[src/rtl/tagpwm_pkg.sv]
// Shared types for the byte-programmed PWM block.
// Assumes: the consumers use the selector only inside one clock domain.
package tagpwm_pkg;

    // Which compare value the next value byte is written to
    typedef enum logic [1:0] {
        SEL_NONE = 2'd0,
        SEL_PER  = 2'd1,
        SEL_WID  = 2'd2
    } sel_e;

endpackage

[src/rtl/tagpwm_decoder.sv]
// Tag/value decoder: reads the accepted bytes as pairs and keeps shadow
// copies of both settings. When a value is stored it raises a one-cycle
// load strobe in the next cycle.
// Assumes: rx_valid lasts one cycle per byte, and the first byte after
// reset is a tag.
module tagpwm_decoder
    import tagpwm_pkg::*;
#(
    parameter int              DW      = 8,
    parameter logic [DW-1:0]   PER_TAG = 8'h51,
    parameter logic [DW-1:0]   WID_TAG = 8'h52,
    parameter logic [DW-1:0]   RST_PER = 8'hFF,
    parameter logic [DW-1:0]   RST_WID = 8'h0F
) (
    input  logic          clk,
    input  logic          rst_n,
    input  logic          rx_valid,
    input  logic [DW-1:0] rx_byte,
    output logic          load_o,
    output logic [DW-1:0] per_o,
    output logic [DW-1:0] wid_o,
    output logic          value_slot_o
);

    sel_e          sel_q;
    logic          value_slot_q;
    logic [DW-1:0] per_q;
    logic [DW-1:0] wid_q;
    logic          load_q;

    // Parse the byte stream and update the selector, toggle and shadows
    always_ff @(posedge clk) begin
        if (!rst_n) begin
            sel_q        <= SEL_NONE;
            value_slot_q <= 1'b0;
            per_q        <= RST_PER;
            wid_q        <= RST_WID;
            load_q       <= 1'b0;
        end else begin
            load_q <= 1'b0;
            if (rx_valid) begin
                if (!value_slot_q) begin
                    if (rx_byte == PER_TAG) begin
                        sel_q        <= SEL_PER;
                        value_slot_q <= 1'b1;
                    end else if (rx_byte == WID_TAG) begin
                        sel_q        <= SEL_WID;
                        value_slot_q <= 1'b1;
                    end else begin
                        sel_q        <= SEL_NONE;
                        value_slot_q <= 1'b0;
                    end
                end else begin
                    value_slot_q <= 1'b0;
                    if (sel_q == SEL_PER) begin
                        per_q  <= rx_byte;
                        load_q <= 1'b1;
                    end else if (sel_q == SEL_WID) begin
                        wid_q  <= rx_byte;
                        load_q <= 1'b1;
                    end
                end
            end
        end
    end

    assign load_o       = load_q;
    assign per_o        = per_q;
    assign wid_o        = wid_q;
    assign value_slot_o = value_slot_q;

endmodule

[src/rtl/tagpwm_timer.sv]
// Fast-PWM timer: the counter runs 0..period and wraps. A load strobe
// stops it, takes both compare values together and restarts it at 0.
// The output is registered and follows the counter and compare values
// that are in use in the same cycle.
// Assumes: per_i and wid_i are stable while load_i is high.
module tagpwm_timer #(
    parameter int            DW      = 8,
    parameter logic [DW-1:0] RST_PER = 8'hFF,
    parameter logic [DW-1:0] RST_WID = 8'h0F
) (
    input  logic          clk,
    input  logic          rst_n,
    input  logic          load_i,
    input  logic [DW-1:0] per_i,
    input  logic [DW-1:0] wid_i,
    output logic          pwm_o,
    output logic [DW-1:0] cnt_o,
    output logic [DW-1:0] per_o,
    output logic [DW-1:0] wid_o
);

    localparam logic RST_LVL = (RST_WID != '0);

    logic [DW-1:0] cnt_q, per_q, wid_q;
    logic [DW-1:0] cnt_d, per_d, wid_d;
    logic          pwm_q, lvl_d;

    // Next counter and compare values: a reload takes priority over counting
    always_comb begin
        if (load_i) begin
            cnt_d = '0;
            per_d = per_i;
            wid_d = wid_i;
        end else begin
            per_d = per_q;
            wid_d = wid_q;
            cnt_d = (cnt_q == per_q) ? '0 : cnt_q + 1'b1;
        end
    end

    // Output level for the next state: set at wrap, cleared on width match
    always_comb begin
        lvl_d = (wid_d != '0) && ((cnt_d < wid_d) || (wid_d >= per_d));
    end

    // Counter, compare values and output register
    always_ff @(posedge clk) begin
        if (!rst_n) begin
            cnt_q <= '0;
            per_q <= RST_PER;
            wid_q <= RST_WID;
            pwm_q <= RST_LVL;
        end else begin
            cnt_q <= cnt_d;
            per_q <= per_d;
            wid_q <= wid_d;
            pwm_q <= lvl_d;
        end
    end

    assign pwm_o = pwm_q;
    assign cnt_o = cnt_q;
    assign per_o = per_q;
    assign wid_o = wid_q;

endmodule

[src/rtl/tagpwm_gen.sv]
// Top level: a byte-programmed PWM generator. The decoder turns tag/value
// byte pairs into period and width settings. The timer makes the waveform
// and restarts each time a setting changes.
// Assumes: the bytes come from an upstream shifter in this clock domain.
module tagpwm_gen #(
    parameter int            DW      = 8,
    parameter logic [DW-1:0] PER_TAG = 8'h51,
    parameter logic [DW-1:0] WID_TAG = 8'h52,
    parameter logic [DW-1:0] RST_PER = 8'hFF,
    parameter logic [DW-1:0] RST_WID = 8'h0F
) (
    input  logic          clk,
    input  logic          rst_n,
    input  logic          rx_valid,
    input  logic [DW-1:0] rx_byte,
    output logic          pwm_out
);

    logic          load_w;
    logic          value_slot_w;
    logic [DW-1:0] sh_per_w, sh_wid_w;
    logic [DW-1:0] cnt_w, per_w, wid_w;

    tagpwm_decoder #(
        .DW(DW), .PER_TAG(PER_TAG), .WID_TAG(WID_TAG),
        .RST_PER(RST_PER), .RST_WID(RST_WID)
    ) u_dec (
        .clk          (clk),
        .rst_n        (rst_n),
        .rx_valid     (rx_valid),
        .rx_byte      (rx_byte),
        .load_o       (load_w),
        .per_o        (sh_per_w),
        .wid_o        (sh_wid_w),
        .value_slot_o (value_slot_w)
    );

    tagpwm_timer #(
        .DW(DW), .RST_PER(RST_PER), .RST_WID(RST_WID)
    ) u_tmr (
        .clk    (clk),
        .rst_n  (rst_n),
        .load_i (load_w),
        .per_i  (sh_per_w),
        .wid_i  (sh_wid_w),
        .pwm_o  (pwm_out),
        .cnt_o  (cnt_w),
        .per_o  (per_w),
        .wid_o  (wid_w)
    );

endmodule

[config.mk]
export PLATFORM = sky130hd
export DESIGN_NAME = tagpwm_gen
export DESIGN_NICKNAME = d
export VERILOG_FILES = /design/src/rtl/tagpwm_pkg.sv /design/src/rtl/tagpwm_decoder.sv /design/src/rtl/tagpwm_timer.sv /design/src/rtl/tagpwm_gen.sv
export SDC_FILE = /design/constraint.sdc
export NUM_CORES = 1
export LEC_CHECK = 0
export ABC_AREA = 1
export ABC_CLOCK_PERIOD_IN_PS = 3400
export BUFFER_PORTS_ARGS = -buffer_cell sky130_fd_sc_hd__buf_2
export CAP_MARGIN = 30
export CORE_UTILIZATION = 45
export DETAILED_ROUTE_END_ITERATION = 12
export PLACE_DENSITY = 0.61
export REMOVE_ABC_BUFFERS = 1
export SLEW_MARGIN = 20
export SYNTH_ARGS = -nofsm -noshare
export SYNTH_HDL_FRONTEND = slang
export SYNTH_SLANG_ARGS = --single-unit
[constraint.sdc]
create_clock -name clk -period 3.4 [get_ports clk]
set_input_delay 0.34 -clock clk [delete_from_list [all_inputs] [get_ports clk]]
set_output_delay 0.34 -clock clk [all_outputs]
set_load 0.01 [all_outputs]
==> flow_summary.ini <==
[outcome]
status = complete, no violations

[placement]
place.gp.congestion = 0.840
portBuffers = 11
post_dp_cell_area_um2 = 2350
dp.cells = 377
dpl.hpwl_um = 3470

[clocking]
clock-sinks = 45
cts_max_path_buffers = 2
clk_latency_ns = 0.29
htreeDepth = 2
cts_setup_buffers = 0
cts_root_buf = clkbuf_8
cts_hold_buffers = 0
ctsResizeCount = 0
cts_tree = yes
clkTransAtPathRegs_ns = 0.08
numCtsBuffers = 5

[worst_setup_path]
crit_family = compound AO/OA/AOI/OAI gates
startpoint_type = flop
cp.required_ns = 3.57
cp_cell_sequence = buf_4 > inv_2 > or2_1 > o21ai_2 > inv_2 > ha_1 > a21oi_1 > o21ai_0 > a211oi_1 > nand2_1 > nand2_1 > nand2_1
cp-startpoint = u_dec.load_o
r2r_end = u_tmr.pwm_o
end_kind = flop
crit_type = flop to flop
cp.arrival_ns = 2.45
max_stage_delay_ns = 0.31
reg2regPathDepth = 12
reg2reg_slack_ns = 1.13
path_max_fanout = 17
path_buf_inv = 3
cp_slowest_cell = dfxtp_1
critical_path.endpoint = u_tmr.pwm_o
crit_cells = 12
worst_path_most_repeated_cell = nand2_1
timing.rr.start = u_dec.load_o

[routing]
remaining_drc_errors = 0
drt-initial-drc-count = 86
via_per_inst = 4.76
vias = 1833
first_pass_iters = 4
ant_nets = 0
routedWlPerCell_um = 11.8
wirelength_um = 4540

[final_layout]
utilization_pct = 51.1
drive_above_1_share_pct = 11.3
final_cell_area_um2 = 2430
antenna_cells = 0
syn_to_final_growth_pct = 8.73
multi_input_area_um2 = 1150
nFillCells = 504
finalNonFillerCells = 385
layout.nets = 346
seq_area_um2 = 901

[sta]
finalSetupViolCount = 0
fin_skew_ns = 0.00388
tns_ns = 0
worst_slew_pin_slew_ns = 0.547
rsz0062_at_grt = false
min_period_ns = 2.27
slew_viol_final = 0
final_hold_viol_count = 0
max_freq_mhz = 440
finalCritPeriodShare_pct = 66.8
slew_headroom_pct = 63.5

[floorplanning]
design.core.area_um2 = 4750
die_h_um = 72.5
start_util_pct = 47.0
core.rowCount = 25
design.die.area_um2 = 5250
io_pins = 12
die_width_um = 72.5

[global_route]
first_global_vias = 1716
antenna_found_initial = 0
overflow = 0
grt_usage_pct = 20.2
grt_start_max_net_pins = 31
grt_pass1_wl_um = 7990

[synthesis]
netlist-cell-type-count = 22
synth_top_area_share_pct = 40.3
yosysTopAreaCell = dfxtp_1
yosys.area_share.simple_pct = 28.1
synthCells = 306
synth_mux_area_share_pct = 1.34
synth_adder_area_share_pct = 10.1
synth-edff-count = 0
ys_ff_latch = 45
postSynth.asyncResetShare_pct = 0
syn_area_per_cell_um2 = 7.30
synth.area.top_cells = dfxtp_1 (40%), nand2_1 (15%), ha_1 (10%)
synth_common_cells = nand2_1 (92), dfxtp_1 (45), inv_1 (26), nor2_1 (26), ha_1 (18)
synth-compound-area-share_pct = 8.96
yosys.cell_count.top_type = nand2_1
ys_seq_area_share_pct = 40.3
synth_flop_cell = dfxtp_1
synth_top_family_by_area = simple AND/OR/NAND/NOR gates
synth_xor_area_share_pct = 3.14
synthesis.area_um2 = 2230
ys_warn_count = 0

[power_and_ir_drop]
p_sw_share_pct = 22.7
power.density_nw_per_um2 = 365
p_comb_share_pct = 4.3
p_int_mw = 0.685
switching_power_mw = 0.201
peakVddDrop_mv = 0.248
p_clk_share_pct = 35.5
p_seq_share_pct = 60.2
p_leak_nw = 1.21

[flow_run]
max_cap_violations = 0

[min_path]
hp-class = primary input to flop
==> per-stage QoR <==
stage | total power [mW] | hold slack, ns | setup slack, ns
2_1_floorplan | 0.566 | 0.409 | 1.21
3_3_place_gp | 0.584 | 0.457 | 1.18
3_5_place_dp | 0.585 | 0.456 | 1.16
4_1_cts | 0.895 | 0.292 | 1.14
5_1_grt | 0.931 | 0.299 | 0.866
6_report | 0.886 | 0.297 | 1.13
==> cells in the final DEF, fill, tap and decap left out <==
master	netlist	routed
xnor2_1	4	4
a21oi_1	10	10
clkinv_2	0	2
nor4_1	5	5
inv_1	26	26
buf_2	3	11
a211oi_1	2	2
nand3b_1	1	1
o21ai_1	7	7
nor2_1	26	26
nand2_1	92	92
mux2i_1	3	3
clkbuf_8	0	5
nand3_1	13	13
dfxtp_1	45	45
or2_1	5	5
o211ai_1	6	6
o21ai_0	4	4
xor2_1	4	4
inv_2	13	13
o21ai_2	4	4
ha_1	18	18
buf_4	0	1
clkbuf_1	5	1
nor3_1	10	10
==> power groups by stage <==
stage / Combinational [mW] / Clock, mW / Sequential [mW]
2_1_floorplan: 0.0207 / 0 / 0.545
3_3_place_gp: 0.0380 / 0 / 0.546
3_5_place_dp: 0.0385 / 0 / 0.546
4_1_cts: 0.0386 / 0.323 / 0.534
5_1_grt: 0.0446 / 0.352 / 0.534
6_report: 0.0378 / 0.315 / 0.533
==> cell families (layout without fill, tap and decap cells) <==
family,after synthesis,in the layout
simple gates,152,152
buf+inv,47,59
flops,45,45
compound gates,33,33
fa+ha+maj,18,18
xor+xnor,8,8
mux,3,3
==> final cells by class <==
| cell class | instances | share of cell area [%] |
|---|---|---|
| Multi-Input combinational cell | 214 | 47.5 |
| Sequential cell | 45 | 37.1 |
| Inverter | 39 | 6.02 |
| Tap cell | 67 | 3.45 |
| Clock buffer | 6 | 2.99 |
| Timing Repair Buffer | 12 | 2.57 |
| Clock inverter | 2 | 0.412 |
==> registers in the layout (all words and copies together), names as in the netlist, 2 cells and up <==
signal and cells:
u_dec.per_o 8, u_dec.wid_o 8, u_tmr.cnt_o 8, u_tmr.per_o 8, u_tmr.wid_o 8, u_dec.sel_q 2
==> tightest hold or removal path: cells and delay by family <==
kind | cells | cell delay [ns]
buffers and inverters | 1 | 0.12
and+or+nand+nor | 2 | 0.10
==> layer usage <==
metal	vias up	track usage (%)	part of all wire, %	wire length (µm)
met2	30	31.5	43	1960
met1	793	27.6	52	2370
li1	1005	-	-	-
met3	5	5.56	3.5	158
met5	-	0	0	0
met4	0	5.23	1.1	51
==> how the worst min path moves through the flow <==
stage / endpoint / slack, ns / from / cells past startpoint
after floorplan: u_tmr.pwm_o / 0.41 / rst_n / 1
after global placement: u_dec.wid_o[2] / 0.46 / u_dec.wid_o[2] / 2
after detailed placement: u_dec.wid_o[2] / 0.46 / u_dec.wid_o[2] / 2
after CTS: u_dec.wid_o[2] / 0.29 / rx_byte[2] / 3
after global routing: u_dec.wid_o[2] / 0.30 / rx_byte[2] / 3
final: u_dec.wid_o[3] / 0.30 / rx_byte[3] / 3
Note: power is estimated with default switching activity, not from simulation.
